### src/rtl/modclk_pkg.sv
package modclk_pkg;

    localparam logic [1:0] CODE_OFF  = 2'd0;
    localparam logic [1:0] CODE_SRST = 2'd1;
    localparam logic [1:0] CODE_ON   = 2'd3;

    typedef enum logic [1:0] {
        SQ_IDLE,
        SQ_CHECK,
        SQ_WAIT,
        SQ_ADVANCE
    } seq_e;

    typedef struct packed {
        logic       quick;
        logic [1:0] next;
    } mctrl_t;

    function automatic logic [1:0] clean_code(input logic [1:0] c);
        return (c == 2'd2) ? CODE_OFF : c;
    endfunction

    function automatic logic clk_of(input logic [1:0] c);
        return c != CODE_OFF;
    endfunction

    function automatic logic rstn_of(input logic [1:0] c);
        return c == CODE_ON;
    endfunction

endpackage

### src/rtl/modclk_regs.sv
module modclk_regs
    import modclk_pkg::*;
#(
    parameter int N_MOD      = 4,
    parameter int ADDR_W     = 8,
    parameter int CMD_ADDR   = 'h00,
    parameter int TSTAT_ADDR = 'h04,
    parameter int CTRL_BASE  = 'h40,
    parameter int STAT_BASE  = 'h80
) (
    input  logic                        clk,
    input  logic                        rst_n,
    input  logic                        bus_we,
    input  logic [ADDR_W-1:0]           bus_addr,
    input  logic [31:0]                 bus_wdata,
    output logic [31:0]                 bus_rdata,
    input  logic                        busy,
    input  logic                        finish,
    input  logic [N_MOD-1:0][1:0]       stat_code,
    output mctrl_t [N_MOD-1:0]          ctrl_q,
    output logic                        go
);

    mctrl_t [N_MOD-1:0] pend_q;
    logic   [N_MOD-1:0] pend_v_q;
    logic   [N_MOD-1:0] wr_hit;
    mctrl_t             wr_val;
    logic               unused_wbits;

    assign unused_wbits = ^{bus_wdata[31:10], bus_wdata[8:2]};
    assign wr_val       = '{quick: bus_wdata[9], next: clean_code(bus_wdata[1:0])};
    assign go           = bus_we && (bus_addr == ADDR_W'(CMD_ADDR)) && bus_wdata[0] && !busy;

    generate
        for (genvar g = 0; g < N_MOD; g++) begin : g_hit
            assign wr_hit[g] = bus_we && (bus_addr == ADDR_W'(CTRL_BASE + 4 * g));
        end
    endgenerate

    always_ff @(posedge clk or negedge rst_n) begin
        if (!rst_n) begin
            ctrl_q   <= '0;
            pend_q   <= '0;
            pend_v_q <= '0;
        end else begin
            for (int i = 0; i < N_MOD; i++) begin
                if (finish) begin
                    if (wr_hit[i])        ctrl_q[i] <= wr_val;
                    else if (pend_v_q[i]) ctrl_q[i] <= pend_q[i];
                    pend_v_q[i] <= 1'b0;
                end else if (busy) begin
                    if (wr_hit[i]) begin
                        pend_q[i]   <= wr_val;
                        pend_v_q[i] <= 1'b1;
                    end
                end else if (wr_hit[i]) begin
                    ctrl_q[i] <= wr_val;
                end
            end
        end
    end

    always_comb begin
        bus_rdata = '0;
        if (bus_addr == ADDR_W'(TSTAT_ADDR)) bus_rdata[0] = busy;
        for (int i = 0; i < N_MOD; i++) begin
            if (bus_addr == ADDR_W'(CTRL_BASE + 4 * i)) begin
                bus_rdata[9]   = ctrl_q[i].quick;
                bus_rdata[1:0] = ctrl_q[i].next;
            end
            if (bus_addr == ADDR_W'(STAT_BASE + 4 * i)) bus_rdata[1:0] = stat_code[i];
        end
    end

    // staged control stays frozen while a transition runs
    a_r10_ctrl_held: assert property (@(posedge clk) disable iff (!rst_n)
        (busy && !finish) |=> $stable(ctrl_q));

    // a GO is never produced while busy
    a_r9_no_go_busy: assert property (@(posedge clk) disable iff (!rst_n)
        busy |-> !go);

endmodule

### src/rtl/modclk_seq.sv
module modclk_seq
    import modclk_pkg::*;
#(
    parameter int N_MOD    = 4,
    parameter int HOLD_CYC = 4
) (
    input  logic                  clk,
    input  logic                  rst_n,
    input  logic                  go,
    input  mctrl_t [N_MOD-1:0]    ctrl_q,
    output logic                  busy,
    output logic                  finish,
    output logic [N_MOD-1:0][1:0] stat_code,
    output logic [N_MOD-1:0]      mod_clk_en,
    output logic [N_MOD-1:0]      mod_rst_n
);

    localparam int IDX_W = (N_MOD > 1) ? $clog2(N_MOD) : 1;
    localparam int CNT_W = $clog2(HOLD_CYC + 1);

    seq_e             state_q, state_d;
    logic [IDX_W-1:0] idx_q;
    logic [CNT_W-1:0] cnt_q;
    logic             last, mismatch, quick, step1, step2;
    logic [1:0]       target;

    assign target   = ctrl_q[idx_q].next;
    assign quick    = ctrl_q[idx_q].quick;
    assign mismatch = target != stat_code[idx_q];
    assign last     = idx_q == IDX_W'(N_MOD - 1);
    assign busy     = state_q != SQ_IDLE;
    assign finish   = (state_q == SQ_ADVANCE) && last;
    assign step1    = (state_q == SQ_CHECK) && mismatch;
    assign step2    = (step1 && quick) || ((state_q == SQ_WAIT) && (cnt_q == '0));

    always_comb begin
        state_d = state_q;
        unique case (state_q)
            SQ_IDLE:    if (go) state_d = SQ_CHECK;
            SQ_CHECK:   state_d = (mismatch && !quick) ? SQ_WAIT : SQ_ADVANCE;
            SQ_WAIT:    if (cnt_q == '0) state_d = SQ_ADVANCE;
            SQ_ADVANCE: state_d = last ? SQ_IDLE : SQ_CHECK;
            default:    state_d = SQ_IDLE;
        endcase
    end

    always_ff @(posedge clk or negedge rst_n) begin
        if (!rst_n) begin
            state_q <= SQ_IDLE;
            idx_q   <= '0;
            cnt_q   <= '0;
        end else begin
            state_q <= state_d;
            if (state_q == SQ_IDLE && go)        idx_q <= '0;
            if (state_q == SQ_ADVANCE && !last)  idx_q <= idx_q + 1'b1;
            if (state_q == SQ_CHECK)             cnt_q <= CNT_W'(HOLD_CYC - 1);
            else if (state_q == SQ_WAIT)         cnt_q <= cnt_q - 1'b1;
        end
    end

    always_ff @(posedge clk or negedge rst_n) begin
        if (!rst_n) begin
            stat_code  <= '0;
            mod_clk_en <= '0;
            mod_rst_n  <= '0;
        end else begin
            for (int i = 0; i < N_MOD; i++) begin
                if (idx_q == IDX_W'(i)) begin
                    if (step1) begin
                        if (target == CODE_ON) mod_clk_en[i] <= 1'b1;
                        else                   mod_rst_n[i]  <= 1'b0;
                    end
                    if (step2) begin
                        mod_clk_en[i] <= clk_of(target);
                        mod_rst_n[i]  <= rstn_of(target);
                        stat_code[i]  <= target;
                    end
                end
            end
        end
    end

    // busy only rises as the result of a GO
    a_r3_busy_from_go: assert property (@(posedge clk) disable iff (!rst_n)
        $rose(busy) |-> $past(go));

    // status words never move while idle
    a_r8_stat_idle: assert property (@(posedge clk) disable iff (!rst_n)
        !busy |=> $stable(stat_code));

    generate
        for (genvar g = 0; g < N_MOD; g++) begin : g_chk
            // reset is released only with the clock running
            a_r11_rst_needs_clk: assert property (@(posedge clk) disable iff (!rst_n)
                mod_rst_n[g] |-> mod_clk_en[g]);
            // when idle, outputs agree with the reported state
            a_r4_idle_match: assert property (@(posedge clk) disable iff (!rst_n)
                !busy |-> (mod_clk_en[g] == clk_of(stat_code[g]) &&
                           mod_rst_n[g]  == rstn_of(stat_code[g])));
        end
    endgenerate

endmodule

### src/rtl/modclk_ctrl.sv
module modclk_ctrl
    import modclk_pkg::*;
#(
    parameter int N_MOD    = 4,
    parameter int ADDR_W   = 8,
    parameter int HOLD_CYC = 4
) (
    input  logic              clk,
    input  logic              rst_n,
    input  logic              bus_we,
    input  logic [ADDR_W-1:0] bus_addr,
    input  logic [31:0]       bus_wdata,
    output logic [31:0]       bus_rdata,
    output logic [N_MOD-1:0]  mod_clk_en,
    output logic [N_MOD-1:0]  mod_rst_n
);

    mctrl_t [N_MOD-1:0]    ctrl_q;
    logic [N_MOD-1:0][1:0] stat_code;
    logic                  busy, finish, go;

    modclk_regs #(.N_MOD(N_MOD), .ADDR_W(ADDR_W)) u_regs (
        .clk       (clk),
        .rst_n     (rst_n),
        .bus_we    (bus_we),
        .bus_addr  (bus_addr),
        .bus_wdata (bus_wdata),
        .bus_rdata (bus_rdata),
        .busy      (busy),
        .finish    (finish),
        .stat_code (stat_code),
        .ctrl_q    (ctrl_q),
        .go        (go)
    );

    modclk_seq #(.N_MOD(N_MOD), .HOLD_CYC(HOLD_CYC)) u_seq (
        .clk        (clk),
        .rst_n      (rst_n),
        .go         (go),
        .ctrl_q     (ctrl_q),
        .busy       (busy),
        .finish     (finish),
        .stat_code  (stat_code),
        .mod_clk_en (mod_clk_en),
        .mod_rst_n  (mod_rst_n)
    );

endmodule

### config.mk
export PLATFORM = sky130hd
export DESIGN_NAME = modclk_ctrl
export DESIGN_NICKNAME = d
export VERILOG_FILES = /design/src/rtl/modclk_pkg.sv /design/src/rtl/modclk_regs.sv /design/src/rtl/modclk_seq.sv /design/src/rtl/modclk_ctrl.sv
export SDC_FILE = /design/constraint.sdc
export NUM_CORES = 1
export LEC_CHECK = 0
export BUFFER_PORTS_ARGS = -buffer_cell sky130_fd_sc_hd__buf_2
export CORE_ASPECT_RATIO = 0.75
export CORE_MARGIN = 4
export CORE_UTILIZATION = 42
export DETAILED_ROUTE_END_ITERATION = 16
export PLACE_DENSITY = 0.68
export SKIP_CTS_REPAIR_TIMING = 1
export SLEW_MARGIN = 20
export SYNTH_ARGS = -nofsm -noshare
export SYNTH_HDL_FRONTEND = slang
export SYNTH_SLANG_ARGS = --single-unit
### constraint.sdc
create_clock -name clk -period 5.7 [get_ports clk]
set_input_delay 1.425 -clock clk [delete_from_list [all_inputs] [get_ports clk]]
set_output_delay 1.425 -clock clk [all_outputs]
set_load 0.03 [all_outputs]
# Word level (Yosys, flattened, before mapping)
# Cells that the tools add are included.
# word_totals
latchBits	0
ram_bits	0
in_bits	43
n_memories	0
output_inout_bits	40
register_bits	51
romBits	0
# classes
n_reduce_logical	62
n_mul	0
div_mod_pow	0
magnitude_cmp	1
shifts	0
mux	65
n_bitwise	1
eq_ne	22
add_sub_neg	2
# ops
operator	count
$mux W3	23
$reduce_and A3 Y1	16
$eq A8 B7 Y1 const B	4
$eq A8 B8 Y1 const B	4
$reduce_bool A2 Y1	15
$mux W2	14
$mux W1	25
$reduce_and A2 Y1	9
$logic_and A1 B1 Y1	14
$eq A2 B2 Y1 const B	6
$eq A8 B3 Y1 const B	1
$logic_not A8 Y1	1
$pmux W2 S4	1
$bmux W3 S2	1
$bmux W2 S2	1
$eq A2 B1 Y1 const B	2
$logic_not A2 Y1	2
$ne A2 B1 Y1 const B	2
$ne A2 B2 Y1 const B	2
$logic_not A1 Y1	3
$logic_not A3 Y1	1
$lt A2 B3 Y1 const B	1
$sub A3 B1 Y3 const B	1
$add A2 B1 Y2 const B	1
other kinds (3)	3

# Depth between registers and ports, before layout
# logic_depth
ltp_word	10
depth_mapped	8

# By module
# Synthesis repeated with hierarchy kept, for this count alone.
# hier_totals
hier_cells	311
area_unflattened_um2	3300.7
# modules_own_cells
mod	cells_per_inst	seq_area_each_um2	instances	area_per_inst_um2
modclk_regs	186	700.7	1	1921.8
modclk_seq	125	575.6	1	1378.8

# Worst setup path after synthesis
# OpenSTA, ideal clock, no wires.
# synth_path
path_kind	input-to-output
startpoint	input bus_addr[3]
endpoint	output bus_rdata[0]
t_arrival_ps	2973
path_stages	6
path_slack_ps	1302
path_buffers	1
required_ps	4275
cell_sequence	clkbuf_1 > nor4_2 > a21oi_1 > o211ai_1 > a21oi_1 > o21ai_1
# synth_via
elab_chain_cells	10
# synth_rtl
element	line_no	source
start, declared	modclk_ctrl.sv:11	input logic [ADDR_W-1:0] bus_addr,
$eq A8 B3 Y1	modclk_regs.sv:65	if (bus_addr == ADDR_W'(TSTAT_ADDR)) bus_rdata[0] = busy;
$mux W1	modclk_regs.sv:65	
$mux W2	modclk_regs.sv:67	if (bus_addr == ADDR_W'(CTRL_BASE + 4 * i)) begin
$mux W2	modclk_regs.sv:71	if (bus_addr == ADDR_W'(STAT_BASE + 4 * i)) bus_rdata[1:0] = stat_code[i];
$mux W2	modclk_regs.sv:67	
$mux W2	modclk_regs.sv:71	
$mux W2	modclk_regs.sv:67	
$mux W2	modclk_regs.sv:71	
$mux W2	modclk_regs.sv:67	
$mux W2 *	modclk_regs.sv:71	
end, declared	modclk_ctrl.sv:13	output logic [31:0] bus_rdata,
# Every way passes the cells marked *; elsewhere a longest branch is shown, timed or not.

# Worst setup path after layout
# layout_path
startpoint	input bus_addr[5]
endpoint	output bus_rdata[0]
# Same word-level chain as after synthesis.

==> reports/qor.yml <==
floorplanning:
  ioPinCount: 83
  dieArea_um2: 9080
  core_um2: 7360
  die_h_um: 83.5
  die_x_um: 109
  start_util_pct: 43.4
  row_count: 27
routing:
  drt_iter0_drc: 145
  drc: 0
  detail_route.wl_per_cell_um: 15.0
  viasPerCell: 5.25
  vias: 2374
  routed_wl_um: 6780
  antenna_left: 0
  firstDrtPassIters: 4
cts:
  cts_htree_levels: 2
  clock-sinks: 51
  clk_pin_slew_worst_paths_ns: 0.10
  clkLatencyLatePin_ns: 0.30
  clock_path_buffers: 2
  cts_buffers: 5
  root_buffer: "clkbuf_8"
  cts_tree: "done"
global_routing:
  grt_max_degree: 52
  grt_antenna_before_repair: 0
  gr-usage-all-layers_pct: 15.5
  grt.met1_usage_pct: 22.6
  grt_pass1_vias: 2307
  grt_pass1_wl_um: 11400
  grt_use_met3_pct: 4.02
  grt-busiest-layer: "met2"
  grt_overflow: 0
  met2_usage_pct: 23.0
finish:
  n_antenna_cell: 0
  final-instance-count-excl-fill: 452
  post-route-util_pct: 46.9
  fin_nets: 404
  drive_above_1_share_pct: 17.1
  syn_to_final_growth_pct: 8.19
placed_design:
  hpwl_um: 5210
  dp.cells: 444
  place_ws_ns: 1.39
  portBuffers: 24
  gp_congestion: 0.854
synthesis:
  syn_inst: 321
  synthArstFlopShare_pct: 100
  avgSynthCellArea_um2: 9.95
  yosys_warnings: 0
  synth_edf_count: 0
  synth_most_common_cell: "dfrtp_1"
  synth_seq_cells: 51
  synth_area_leaders: "dfrtp_1 40%, buf_4 6.8%, mux2_1 6.3%"
  synth_top_area_share_pct: 40.0
  syn_area_um2: 3190
  synth_area_leader_cell: "dfrtp_1"
  synth_commonest_cells: "51 x dfrtp_1, 32 x nand2_1, 29 x buf_4"
  ys.flop_type: "dfrtp_1"
  yosysSeqAreaShare_pct: 40.0
  synth.distinct_cells: 47
timing:
  fmax_mhz: 232
  min_period_over_period_pct: 75.8
  slew_viol_final: 0
  period_needed_ns: 4.32
  setup_tns_ns: 0
  setup_ws_ns: 1.38
  setup_viol: 0
  skew_ns: 0.00699
  rsz0062_at_grt: "no"
  worst_pin_slew_ns: 0.655
  finalHoldViolations: 0
  slew_headroom_pct: 56.4
min_path:
  hold_class: "flop to flop"
setup_path:
  worst-setup-path-type: "input pin to output pin"
  path_common_cell: "buf_2"
  cp-start-kind: "input pin"
  slowest_stage: "or4b_1"
  cpPeakStageDelay_ns: 0.65
  arrival_ns: 2.89
  path_cells: "buf_2 > or4b_1 > o211ai_1 > a21oi_1 > o21ai_1 > buf_2"
  r2r_slack_ns: 3.02
  crit_fanout: 6
  critPathRequiredTime_ns: 4.28
  end_kind: "output pin"
power:
  fin_total_pwr_w: 0.00118
  ir_drop_v: 0.000163
  p_leak_nw: 1.63
  p_per_area_nw_per_um2: 341
flow_run:
  cap_violations: 0
outcome:
  status: "finished, final reports clean"
==> final cells by class <==
type	instances	area, um2
clock inverters	3	43.8
flip-flops and latches	51	1280
multi-input cells	244	1700
clock buffers	5	68.8
inverters	17	63.8
fillers	700	3910
repair buffers	31	173
well taps	101	126
==> final timing paths <==
path                                          start                   to  depth (start not counted)
worst min register to register  u_seq.mod_clk_en[2]  u_seq.mod_clk_en[2]                          1
worst max-delay path                    bus_addr[5]         bus_rdata[0]                          6
worst max register to register       u_seq.idx_q[0]   u_seq.stat_code[2]                          5
max in group asynchronous                     rst_n     u_regs.ctrl_q[6]                          2
worst min-delay path            u_seq.mod_clk_en[2]  u_seq.mod_clk_en[2]                          1
min in group asynchronous                     rst_n   u_seq.mod_rst_n[3]                          2
==> stage by stage <==
step	cell area, um2	hold WS (ns)
floorplan	3300	0.464
global placement	3340	0.470
detailed placement	3340	0.474
CTS	3450	0.499
global route	3450	0.520
finish	3450	0.498
==> layer usage <==
metal  share of wire (%)  vias up
li1                    -     1151
met1                  46     1139
met2                  45       82
met3                 8.3        2
met4                0.30        0
met5                   0        -
==> placed cells by master, fill, tap and decap left out, types with 7 or more instances in the layout <==
| master | Yosys | layout |
|---|---|---|
| a22oi_1 | 7 | 7 |
| mux2_2 | 8 | 8 |
| o21ai_1 | 15 | 15 |
| nand2_1 | 32 | 32 |
| mux2i_1 | 13 | 13 |
| ha_1 | 11 | 11 |
| inv_1 | 17 | 17 |
| a31oi_1 | 12 | 12 |
| mux2_1 | 18 | 18 |
| buf_2 | 0 | 24 |
| dfrtp_1 | 51 | 51 |
| nand3_1 | 9 | 9 |
| buf_4 | 29 | 7 |
| nor2_1 | 22 | 22 |
| o21ai_0 | 9 | 9 |
| conb_1 | 1 | 29 |
==> logic make-up (layout without fill, tap and decap cells) <==
logic type	count (synthesis)	in the layout	share of synthesized area, %
fa+ha+maj	11	11	4.31
buf+inv	54	56	9.99
mux	44	44	16.8
other cells	1	29	0.117
simple gates	88	88	13.8
compound gates	71	71	14.8
flops	51	51	40.0
xor+xnor	1	1	0.274
==> flip-flops by register name, summed over array words and instances, names as in the netlist <==
signal,count
u_seq.mod_rst_n,4
u_seq.mod_clk_en,4
u_regs.pend_q,12
u_seq.state_q,2
u_regs.pend_v_q,4
u_seq.cnt_q,3
u_seq.stat_code,8
u_seq.idx_q,2
u_regs.ctrl_q,12
==> where the power goes <==
| group | leakage (nW) | internal (W) | switching (W) |
|---|---|---|---|
| clock | 0.0581 | 0.000131 | 0.000124 |
| sequential | 0.692 | 0.000425 | 0.0000611 |
| combinational | 0.875 | 0.000163 | 0.000273 |
| total | 1.63 | 0.000719 | 0.000458 |
==> worst max-delay path: cells and delay by family <==
family	cells	cell delay (ns)
buf+inv	2	0.35
compound gates	3	0.47
simple gates	1	0.65
No activity file was read; power rests on OpenSTA's default activity.
